<file path="src/rtl/tdm_rx_pkg.sv">
package tdm_rx_pkg;
  // Default frame geometry: bits per timeslot and timeslots per frame.
  localparam int unsigned DEF_SLOT_BITS = 8;
  localparam int unsigned DEF_NUM_SLOTS = 32;
endpackage

</file>
<file path="src/rtl/tdm_rx_slot_counter.sv">
module tdm_rx_slot_counter #(
  parameter int unsigned SLOT_BITS = tdm_rx_pkg::DEF_SLOT_BITS,
  parameter int unsigned NUM_SLOTS = tdm_rx_pkg::DEF_NUM_SLOTS,
  localparam int unsigned BW = $clog2(SLOT_BITS),
  localparam int unsigned SW = $clog2(NUM_SLOTS),
  localparam int unsigned CW = BW + SW
) (
  input  logic          clk,
  input  logic          rst_n,
  input  logic          frame_sync,
  output logic [SW-1:0] cur_slot,
  output logic          locked,
  output logic          last_bit
);
  logic [CW-1:0] cnt_q;

  // Next position: a strobe forces all zeros, otherwise step by one.
  function automatic logic [CW-1:0] step_pos(input logic [CW-1:0] c, input logic strobe);
    return strobe ? '0 : c + {{(CW-1){1'b0}}, 1'b1};
  endfunction

  function automatic logic ends_slot(input logic [CW-1:0] c);
    return c[BW-1:0] == BW'(SLOT_BITS - 1);
  endfunction

  always_ff @(posedge clk or negedge rst_n) begin
    if (!rst_n) begin
      cnt_q  <= '0;
      locked <= 1'b0;
    end else begin
      cnt_q <= step_pos(cnt_q, frame_sync);
      if (frame_sync) locked <= 1'b1;
    end
  end

  assign cur_slot = cnt_q[CW-1:BW];
  assign last_bit = locked && ends_slot(cnt_q);

  // the strobe zeroes the position counter
  p_sync_zero_r2: assert property (@(posedge clk) disable iff (!rst_n)
    frame_sync |=> (cnt_q == '0));
  // without a strobe the counter steps by one, wrapping at the frame end
  p_count_step_r6: assert property (@(posedge clk) disable iff (!rst_n)
    !frame_sync |=> (cnt_q == $past(cnt_q) + {{(CW-1){1'b0}}, 1'b1}));
  // lock only comes from a strobe
  p_lock_source_r8: assert property (@(posedge clk) disable iff (!rst_n)
    $rose(locked) |-> $past(frame_sync));
endmodule

</file>
<file path="src/rtl/tdm_rx_sipo.sv">
module tdm_rx_sipo #(
  parameter int unsigned W = tdm_rx_pkg::DEF_SLOT_BITS
) (
  input  logic         clk,
  input  logic         rst_n,
  input  logic         din,
  output logic [W-1:0] word_q,
  output logic [W-1:0] word_next
);
  // MSB-first: older bits move toward the top, the new bit enters at bit 0.
  function automatic logic [W-1:0] shift_in(input logic [W-1:0] w, input logic b);
    return {w[W-2:0], b};
  endfunction

  assign word_next = shift_in(word_q, din);

  always_ff @(posedge clk or negedge rst_n) begin
    if (!rst_n) word_q <= '0;
    else        word_q <= word_next;
  end

  // one bit enters per clock, the rest move up one place
  p_shift_in_r3: assert property (@(posedge clk) disable iff (!rst_n)
    1'b1 |=> (word_q[0] == $past(din)) && (word_q[W-1:1] == $past(word_q[W-2:0])));
endmodule

</file>
<file path="src/rtl/tdm_rx_hold.sv">
module tdm_rx_hold #(
  parameter int unsigned W  = tdm_rx_pkg::DEF_SLOT_BITS,
  parameter int unsigned SW = $clog2(tdm_rx_pkg::DEF_NUM_SLOTS)
) (
  input  logic          clk,
  input  logic          rst_n,
  input  logic          capture,
  input  logic [W-1:0]  byte_in,
  input  logic [SW-1:0] slot_in,
  output logic [W-1:0]  byte_q,
  output logic [SW-1:0] slot_q,
  output logic          valid_q
);
  always_ff @(posedge clk or negedge rst_n) begin
    if (!rst_n) begin
      byte_q  <= '0;
      slot_q  <= '0;
      valid_q <= 1'b0;
    end else begin
      valid_q <= capture;
      if (capture) begin
        byte_q <= byte_in;
        slot_q <= slot_in;
      end
    end
  end

  // the holding register only moves together with a valid strobe
  p_hold_stable_r7: assert property (@(posedge clk) disable iff (!rst_n)
    !valid_q |-> ($stable(byte_q) && $stable(slot_q)));
  // the strobe lasts a single cycle
  p_valid_pulse_r10: assert property (@(posedge clk) disable iff (!rst_n)
    valid_q |=> !valid_q);
endmodule

</file>
<file path="src/rtl/tdm_frame_rx.sv">
module tdm_frame_rx #(
  parameter int unsigned SLOT_BITS = tdm_rx_pkg::DEF_SLOT_BITS,
  parameter int unsigned NUM_SLOTS = tdm_rx_pkg::DEF_NUM_SLOTS,
  localparam int unsigned SW = $clog2(NUM_SLOTS)
) (
  input  logic                 clk,
  input  logic                 rst_n,
  input  logic                 ser_data,
  input  logic                 frame_sync,
  output logic [SLOT_BITS-1:0] shift_word,
  output logic [SLOT_BITS-1:0] rx_byte,
  output logic [SW-1:0]        rx_slot,
  output logic                 rx_valid
);
  logic [SW-1:0]        cur_slot;
  logic                 locked;
  logic                 byte_done;
  logic [SLOT_BITS-1:0] word_next;

  tdm_rx_slot_counter #(.SLOT_BITS(SLOT_BITS), .NUM_SLOTS(NUM_SLOTS)) i_cnt (
    .clk(clk), .rst_n(rst_n), .frame_sync(frame_sync),
    .cur_slot(cur_slot), .locked(locked), .last_bit(byte_done)
  );

  tdm_rx_sipo #(.W(SLOT_BITS)) i_sipo (
    .clk(clk), .rst_n(rst_n), .din(ser_data),
    .word_q(shift_word), .word_next(word_next)
  );

  tdm_rx_hold #(.W(SLOT_BITS), .SW(SW)) i_hold (
    .clk(clk), .rst_n(rst_n), .capture(byte_done),
    .byte_in(word_next), .slot_in(cur_slot),
    .byte_q(rx_byte), .slot_q(rx_slot), .valid_q(rx_valid)
  );

  // no strobe before the first frame strobe
  p_no_valid_unlocked_r8: assert property (@(posedge clk) disable iff (!rst_n)
    !locked |-> !rx_valid);
  // a fresh capture equals the byte now in the shift register
  p_capture_match_r5: assert property (@(posedge clk) disable iff (!rst_n)
    rx_valid |-> (rx_byte == shift_word));
endmodule

</file>
<file path="config.mk">
export PLATFORM = sky130hd
export DESIGN_NAME = tdm_frame_rx
export DESIGN_NICKNAME = d
export VERILOG_FILES = /design/src/rtl/tdm_rx_pkg.sv /design/src/rtl/tdm_rx_slot_counter.sv /design/src/rtl/tdm_rx_sipo.sv /design/src/rtl/tdm_rx_hold.sv /design/src/rtl/tdm_frame_rx.sv
export SDC_FILE = /design/constraint.sdc
export NUM_CORES = 1
export LEC_CHECK = 0
export BUFFER_PORTS_ARGS = -buffer_cell sky130_fd_sc_hd__buf_2
export CORE_MARGIN = 3
export CORE_UTILIZATION = 52
export CTS_BUF_LIST = sky130_fd_sc_hd__clkbuf_16
export CTS_CLUSTER_SIZE = 20
export DETAILED_ROUTE_END_ITERATION = 16
export PLACE_DENSITY = 0.77
export REMOVE_ABC_BUFFERS = 1
export SYNTH_ARGS = -nofsm -noshare
export SYNTH_HDL_FRONTEND = slang
export SYNTH_HIERARCHICAL = 1
export SYNTH_SLANG_ARGS = --single-unit
</file>
<file path="constraint.sdc">
create_clock -name clk -period 1.85 [get_ports clk]
set_input_delay 0.185 -clock clk [delete_from_list [all_inputs] [get_ports clk]]
set_output_delay 0.185 -clock clk [all_outputs]
set_load 0.01 [all_outputs]
</file>
# Word-level counts from Yosys, hierarchy flattened
# Cells that the tools add are included.
[totals]
input_bits = 4
out_inout_bits = 22
elab_cells = 10
ff_bits = 31
[op_classes]
reduce_logical = 1
addsub = 1
eq_ne = 1
n_mux = 1
[op_table]
columns = ["cell", "count"]
rows = [
  ["$add A8 B1 Y8 const B", 1],
  ["$mux W8", 1],
  ["$eq A3 B3 Y1 const B", 1],
  ["$logic_and A1 B1 Y1", 1],
]

# Logic depth before layout (Yosys ltp)
# Gate-level depths: netlist of the first run.
[logic_depth]
ltp_word = 2
ltp_mapped = 5

# Cells and area by module
# Netlist of the first run, hierarchy kept.
[modules_own_cells]
columns = ["module", "instances", "seq_area_each_um2", "cells_per_inst", "area_each_um2"]
rows = [
  ["tdm_rx_hold", 1, 350.3, 28, 545.5],
  ["tdm_rx_slot_counter", 1, 225.2, 41, 422.9],
  ["tdm_rx_sipo", 1, 200.2, 16, 260.2],
]

# Worst setup path before layout of the first run
# No wires, ideal clock.
[synth_path]
kind = "flip-flop to flip-flop"
startpoint = "register i_cnt.cnt_q[0]"
endpoint = "register i_hold.byte_q[0]"
t_arrival_ns = 1.391
path_buffers = 1
stages_incl_launch_ff = 6
setup_ns = 0.125
setup_slack_ns = 0.334
t_required_ns = 1.725
path_cell_list = "dfrtp_1 ha_1 ha_1 and2_1 buf_6 mux2_4"
[synth_between]
elab_chain_len = 2
[synth_rtl]
columns = ["item", "line_no", "text"]
rows = [
  ["start: declaration", "tdm_rx_slot_counter.sv:15", "logic [CW-1:0] cnt_q;"],
  ["start signal: assignment", "tdm_rx_slot_counter.sv:31", "cnt_q <= step_pos(cnt_q, frame_sync);"],
  ["$eq A3 B3 Y1", "tdm_rx_slot_counter.sv:23", "return c[BW-1:0] == BW'(SLOT_BITS - 1);"],
  ["$logic_and A1 B1 Y1", "tdm_rx_slot_counter.sv:37", "assign last_bit = locked && ends_slot(cnt_q);"],
  ["named net byte_done", "tdm_frame_rx.sv:17", "logic byte_done;"],
  ["end signal: assignment", "tdm_rx_hold.sv:22", "byte_q <= byte_in;"],
  ["end: declaration", "tdm_rx_hold.sv:10", "output logic [W-1:0] byte_q,"],
]
# The timed path passes the listed nets, and every way through them passes these cells.
# A chain may end at the register's enable or synchronous reset.

# Final worst setup path of the first run
[layout_path]
startpoint = "register i_cnt.cnt_q[0]"
endpoint = "register i_hold.slot_q[2]"
[layout_between]
elab_chain_len = 2
[layout_rtl]
columns = ["item", "line_no", "text"]
rows = [
  ["$eq A3 B3 Y1", "tdm_rx_slot_counter.sv:23", ""],
  ["$logic_and A1 B1 Y1", "tdm_rx_slot_counter.sv:37", ""],
  ["named net byte_done", "tdm_frame_rx.sv:17", ""],
  ["end signal: assignment", "tdm_rx_hold.sv:23", "slot_q <= slot_in;"],
  ["end: declaration", "tdm_rx_hold.sv:11", "output logic [SW-1:0] slot_q,"],
]
# The timed path passes the listed nets, and every way through them passes these cells.

==> results of run 1 <==
## state kept, by name (all words and copies together), names as in the netlist
| register | count |
|---|---|
| i_hold/valid_q | 1 |
| i_cnt/locked | 1 |
| i_hold/slot_q | 5 |
| i_sipo/word_q | 8 |
| i_cnt/cnt_q | 8 |
| i_hold/byte_q | 8 |
## kinds of logic (layout without fill, tap and decap cells)
family / Yosys count / after routing
compound gates: 6 / 6
xor+xnor: 2 / 2
fa+ha+maj: 2 / 2
buf+inv: 16 / 34
flops: 31 / 31
mux: 13 / 13
simple gates: 15 / 15
## stage by stage
stage	std cells	cell area [µm²]	setup slack (ns)	util (%)
after floorplan	70	1120	0.158	-
after global placement	122	1270	0.0278	60.7
after detailed placement	122	1270	-0.0471	60.7
after CTS	130	1420	0.189	67.6
after global routing	130	1420	0.111	67.6
final	130	1420	0.206	67.6
## what timing repair did
| item | in CTS | in global routing |
|---|---|---|
| hold endpoints to repair | 31 | 0 |
| resized for setup | 1 | 0 |
| setup endpoints to repair | 13 | 0 |
| hold buffers | 1 | 0 |
## final cells by class
type,count,area [µm²],area share (%)
clock buffer,5,125,8.81
clock inverter,2,8.76,0.617
inverter,1,3.75,0.264
multi-input combinational,38,338,23.8
sequential,31,776,54.6
tap,27,33.8,2.38
timing repair buffer,26,135,9.52
## cell usage after synthesis
cell type	count
sky130_fd_sc_hd__ha_1	2
sky130_fd_sc_hd__xor2_1	1
sky130_fd_sc_hd__or2_1	1
sky130_fd_sc_hd__xnor2_1	1
sky130_fd_sc_hd__mux2_4	10
sky130_fd_sc_hd__nand3_1	3
sky130_fd_sc_hd__nor2_1	3
sky130_fd_sc_hd__nand4_1	1
sky130_fd_sc_hd__o21ai_0	2
sky130_fd_sc_hd__a21oi_1	3
sky130_fd_sc_hd__mux2_2	3
sky130_fd_sc_hd__buf_4	13
sky130_fd_sc_hd__or3_1	3
sky130_fd_sc_hd__nor2b_1	2
sky130_fd_sc_hd__buf_6	1
sky130_fd_sc_hd__o21ai_1	1
sky130_fd_sc_hd__nand2_1	1
sky130_fd_sc_hd__inv_1	1
sky130_fd_sc_hd__and2_1	1
sky130_fd_sc_hd__clkbuf_1	1
sky130_fd_sc_hd__dfrtp_1	31
## critical path, cell delays in order (launching register included)
cell	delay (ns)
sky130_fd_sc_hd__dfrtp_1	0.38
sky130_fd_sc_hd__ha_1	0.19
sky130_fd_sc_hd__ha_1	0.15
sky130_fd_sc_hd__and2_2	0.42
sky130_fd_sc_hd__mux2_2	0.39
## power breakdown
group / total (W) / switching, W / internal, W
Combinational: 0.000121 / 0.0000575 / 0.0000637
Clock: 0.000731 / 0.000251 / 0.000480
Sequential: 0.000745 / 0.0000246 / 0.000721
Total: 0.00160 / 0.000333 / 0.00126
## layer usage
metal	share of wire, %	wire [µm]
met5	0	0
met4	1.1	22
met3	5.9	116
met2	51	1010
met1	42	829
## worst min-delay path by stage
| stage | start | to | slack, ns | cells past startpoint |
|---|---|---|---|---|
| 3_3_place_gp | rst_n | i_hold/slot_q[3]$_DFFE_PN0P_ | 0.25 | 1 |
| 3_5_place_dp | rst_n | i_hold/slot_q[1]$_DFFE_PN0P_ | 0.25 | 1 |
| 6_report | ser_data | i_sipo/word_q[0]$_DFF_PN0_ | 0.04 | 1 |
| 4_1_cts | ser_data | i_sipo/word_q[0]$_DFF_PN0_ | 0.04 | 1 |
| 2_1_floorplan | rst_n | i_cnt/cnt_q[0]$_DFF_PN0_ | -0.11 | 0 |
| 5_1_grt | ser_data | i_sipo/word_q[0]$_DFF_PN0_ | 0.04 | 1 |
==> reports/summary.md, run 1 <==
The flow ran to the end, and the final reports show no timing, DRC or antenna violations. Dividing the final minimum period by the clock period gives 88.8%. The final HPWL from detailed placement came out at 1.28 mm. The first global-routing pass estimated 3.13 mm of wire. The number of antenna violations at the first check in global routing was 0. The worst register-to-register path ends at i_hold/slot_q[2]$_DFFE_PN0P_. For this configuration, the core starts out at a cell density of 58.5%. The area growth from synthesis to layout is 15.6%. Summing every instance area after synthesis gives 1230 µm².

Worst clock skew: 0.00274 ns. The largest total area in the synthesized netlist belongs to sky130_fd_sc_hd__dfrtp_1. The met2 routing resource usage after global routing came out at 25.6%.

The die covers 2980 µm². Critical path required time: 2.00 ns. Leaving out fill and tap cells, the most frequent cells in the layout are 31 x sky130_fd_sc_hd__dfrtp_1, 25 x sky130_fd_sc_hd__buf_2, 10 x sky130_fd_sc_hd__mux2_4, 5 x sky130_fd_sc_hd__clkbuf_16.

The number of clock buffers inserted by TritonCTS is 5, and the critical path data arrival time is 1.79 ns. The tools report the number of antenna-violating nets in the routed design as 0. The maximum number of pins on one net before global-route repair was 32. Via density per instance: 5.08. The synthesized netlist devotes 6.52% of its cell area to simple gates. In this run the clock root is driven by a sky130_fd_sc_hd__clkbuf_16. For the maximum clock path buffer count, the log shows 2. Of the post-synthesis cell area, the part taken by muxes is 15.0%. The tool flagged a number of max-cap violations equal to 0. The tools report the number of global-route vias before repair as 672.

The worst path in the final design needs a cycle of 1.64 ns, including I/O delays and setup. In this run the worst setup path begins at i_cnt/cnt_q[0]$_DFF_PN0_. The worst setup path is of the reg2reg kind. The vertical die dimension was 54.6 µm; the depth of the most critical reg-to-reg path was 4. The run gives 0.0412 ns as the smallest hold slack.

For this run, the register share of the synthesized area comes to 63.1%. In this run the worst hold path is classified as in2reg. The maximum level of the CTS H-tree was 2. The met1 track demand over resource in global routing came out at 18.1%.

The power density over the cells was 1130 nW/µm². In the final layout, the share of cells above drive strength 1 is 43.7%. After synthesis, the largest area contributor takes up 63.1% of total cell area. The slack of the worst reg-to-reg path is 0.21 ns. The tools report the worst setup path endpoint as i_hold/slot_q[2]$_DFFE_PN0P_. The logs give 6.54% for the met3 usage and 56.6% for the headroom to the max-slew limit. At the pin with the least slew margin, the transition time is 0.651 ns.

Floorplan die width: 54.6 µm. The netlist uses 21 different library cells. The synthesized netlist devotes 1.43% of its cell area to XOR and XNOR gates. The busiest layer in global routing was met2. For this run the aggregate overflow at the end of global routing stands at 0.

The startpoint identified for the worst register-to-register timing path is i_cnt/cnt_q[0]$_DFF_PN0_. In the post-synthesis netlist, the biggest area contributors are sky130_fd_sc_hd__dfrtp_1 63%, sky130_fd_sc_hd__mux2_4 12%, sky130_fd_sc_hd__buf_4 7.9%, sky130_fd_sc_hd__mux2_2 2.7%, sky130_fd_sc_hd__ha_1 2.0%. The total power after layout was 0.00160 W. Counting every sink on the clock net gives 31. Setup repair after global routing left no endpoint under its margin. For the number of antenna repair diodes, the log shows 0.

Before antenna repair, the detailed router went through 3 iterations. The run gives 26 as the I/O pin count. The floorplan has 16 rows. The core region is 2100 µm².

The worst setup path is captured at a register. Type of element launching the critical path: a register. The leakage component of the power was 0.723 nW; the net total in the final layout was 109. The number of register bits inferred by synthesis is 31.

Across the VDD grid, the largest voltage drop is 0.793 mV. Dominant combinational cell family by area after synthesis: multiplexers. The later pin in the worst-skew pair is clocked with a latency of 0.27 ns.

TritonCTS built the clock tree. Port buffering added 25 buffers. DRC violations left: 0. The total setup buffers inserted after CTS came out at 0. Setup violations remaining at the end of the flow were counted as 0. Synthesis produced a netlist whose cell count is 85. Summing the areas of all compound-gate instances in the mapped netlist gives 2.44% of the synthesized area. For the total wirelength of the detailed-routed design, the log shows 1.98 mm. The highest net fanout along the worst path was 14; the synthesized area per cell was 14.5 µm².

The layout has 152 filler cells. Synthesized-area fraction occupied by adder cells: 2.04%. Most common library cell in the layout ignoring fill and taps: sky130_fd_sc_hd__dfrtp_1. Routability-driven placement finished with a final weighted congestion of 0.723. In the final routed layout, each cell accounts on average for 15.2 µm. The global-route total usage across every layer was 15.9%; the maximum achievable frequency was 608 MHz.

The detailed router finished its first iteration with 7 violations. The detailed router placed 660 vias in this run. During synthesis, Yosys emitted a total of 6 warnings. The total negative slack came out at 0 ns. For the final number of max-transition violations, the log shows 0. The total count of hold-check failures in the final report was 0; the clock transition at the registers of the reported paths was 0.05 ns.
No activity file was read; power rests on OpenSTA's default activity.
==> inputs of run 2 (changes only) <==
==> constraint.sdc (replaced) <==
create_clock -name clk -period 1.85 [get_ports clk]
set_input_delay 0.0925 -clock clk [delete_from_list [all_inputs] [get_ports clk]]
set_output_delay 0.0925 -clock clk [all_outputs]
set_load 0.01 [all_outputs]
==> run 2 against run 1 <==
Against the previous run:
- register-to-register slack barely moved
- first-iteration DRC count is the same
- cell area rose by 0.70%
- highest routed layer unchanged
==> reports/summary.md, run 2 (synthesis gave the netlist of run 1 again) <==
The number of global-route vias before repair is 684. For the final database, setup skew stands at 0.00274 ns. Data on the critical path is required at its endpoint by 2.00 ns. Clock tree synthesis inserted a total of 5 buffers. The analysis attributes to cell leakage a power of 0.727 nW. Summed over all nets, the half-perimeter wirelength after detailed placement is 1.28 mm. For the final number of max-transition violations, the log shows 0. The clock transition at the registers of the reported paths was 0.05 ns.

The maximum number of pins on one net before global-route repair is 32. Counting along the longest clock path gives a buffer depth of 2. For the I/O pin count, the log shows 26. After detailed routing, the average wire length per cell comes to 15.2 µm. The finished layout holds 131 standard cells, fillers aside.

Static timing analysis puts the maximum clock frequency at 608 MHz. Setup slack on the critical path of the routed design comes to 0.206 ns. The final critical path takes up 88.8% of the cycle.

By startpoint and endpoint, the worst setup path is classified as reg2reg. The flow ran to the end, and the final reports show no timing, DRC or antenna violations. The run gives 3 as the first-pass iteration count of the detailed router. Timing analysis after detailed placement gives a worst setup slack of -0.0471 ns. The number of antenna violations at the first check in global routing was 0; the number of violations reported at the end of detailed-routing iteration 0 was 7. The logs give 0.723 for the placer's final routability congestion estimate and 0.21 ns for the slack of the worst reg-to-reg path. The largest registers in the layout are i_cnt/cnt_q x8, i_hold/byte_q x8, i_sipo/word_q x8. The tools report the total clock sinks as 31. The largest vdd supply drop is 0.794 mV, and the total vias in the final route is 664. The H-tree was split into 2 levels.

For the pin with the worst max-slew slack, the measured transition is 0.651 ns. The initial utilization of the core area, before any placement, comes to 58.5%. The logs give 16.0% for the global-route total usage across every layer and 0 for the leftover overflow at the end of global routing.

The logs give 110 for the net total in the final layout and 0 for the total count of hold-check failures in the final report. Once the clock tree was built, the setup fixing pass inserted 0 buffers. The run gives 1430 µm² as the cell area after layout. Leaving out fill and tap cells, the most frequent cells in the layout are 31 x sky130_fd_sc_hd__dfrtp_1, 25 x sky130_fd_sc_hd__buf_2, 10 x sky130_fd_sc_hd__mux2_4, 5 x sky130_fd_sc_hd__clkbuf_16. The core region is 2100 µm². The logs give 0 for the number of max-cap violations and 0.27 ns for the clock network latency to the later pin of the worst-skew pair. The most common library cell in the layout ignoring fill and taps was sky130_fd_sc_hd__dfrtp_1. In this run the tightest slew margin relative to its limit is 56.6%. The floorplan step defined a die boundary enclosing 2980 µm². The floorplan has 16 rows. Relative to the synthesized area, the layout overhead comes to 16.4%. After filler insertion, the fill cell instance count of the layout stands at 151.

Setup violations remaining at the end of the flow were counted as 0. The number of antenna-violating nets in the routed design was 0; the total wirelength of the detailed-routed design was 2.00 mm. Fraction of layout cells with a size suffix above 1: 43.3%. The worst setup path is captured at a register.

TritonCTS built the clock tree. Setup repair after global routing left no endpoint under its margin. The vertical die dimension was 54.6 µm.

Path class of the lowest-slack min-delay path: in2reg. The tools report the number of antenna repair diodes as 0. The root buffer cell chosen for the clock tree is sky130_fd_sc_hd__clkbuf_16. The instance area at placement was 1270 µm²; the number of buffers added on ports was 25. The number of placed instances, taps included, is 122.

In this run the worst path has a maximum fanout of 14. The shortest period the worst path allows is 1.64 ns, and the power density over the cells is 1120 nW/µm². After detailed routing, the number of remaining DRC violations is 0. The type of element launching the critical path is a register. The first global-routing pass estimated 3.16 mm of wire. The via density per instance was 5.07.

The floorplan die width is 54.6 µm, and the critical path data arrival time is 1.79 ns.
==> run 2: cell type report <==
class,instances,area (µm²),share of cell area [%]
repair buffers,27,145,10.1
inverters,1,3.75,0.262
multi-input cells,38,338,23.6
well taps,27,33.8,2.36
clock buffers,5,125,8.75
clock inverters,2,8.76,0.612
flip-flops and latches,31,776,54.2
==> run 2: path summary, 6_finish.rpt <==
check	to	cells past startpoint	from
max	i_hold/slot_q[2]$_DFFE_PN0P_	4	i_cnt/cnt_q[0]$_DFF_PN0_
max reg2reg	i_hold/slot_q[2]$_DFFE_PN0P_	4	i_cnt/cnt_q[0]$_DFF_PN0_
min reg2reg	i_sipo/word_q[5]$_DFF_PN0_	0	i_sipo/word_q[4]$_DFF_PN0_
min in group asynchronous	i_sipo/word_q[2]$_DFF_PN0_	2	rst_n
min	i_cnt/cnt_q[5]$_DFF_PN0_	2	frame_sync
max in group asynchronous	i_hold/byte_q[0]$_DFFE_PN0P_	2	rst_n
==> run 2: layer usage <==
layer | part of all wire (%) | GRT usage [%] | vias to the layer above
met5 | 0 | 0 | -
met4 | 1.1 | 7.47 | 0
met3 | 5.7 | 6.54 | 2
met2 | 51 | 26.0 | 24
met1 | 42 | 18.1 | 331
li1 | - | - | 307
==> run 2: report_power, final <==
part / total [W] / internal, W / switching [W] / leakage, nW
combinational: 0.000123 / 0.0000651 / 0.0000578 / 0.256
clock: 0.000732 / 0.000480 / 0.000251 / 0.0671
sequential: 0.000745 / 0.000721 / 0.0000246 / 0.404
==> run 2: repair_timing <==
item / in CTS / in global routing
resized for setup: 1 / 0
hold endpoints to repair: 32 / 0
setup endpoints to repair: 13 / 0
hold buffers: 2 / 0
==> run 2: worst max-delay path, cell delays in order (launching register included) <==
cell and delay (ns):
sky130_fd_sc_hd__dfrtp_1 0.38, sky130_fd_sc_hd__ha_1 0.19, sky130_fd_sc_hd__ha_1 0.15, sky130_fd_sc_hd__and2_2 0.42, sky130_fd_sc_hd__mux2_2 0.39
==> run 2: through the flow <==
stage	util [%]	hold slack [ns]	power, W	setup TNS [ns]
global route	68.0	0.120	0.00167	0
detailed placement	60.7	0.160	0.000877	-0.135
CTS	68.0	0.105	0.00162	0
floorplan	-	-0.203	0.000814	0
global placement	60.7	0.159	0.000873	0
finish	68.0	0.109	0.00160	0
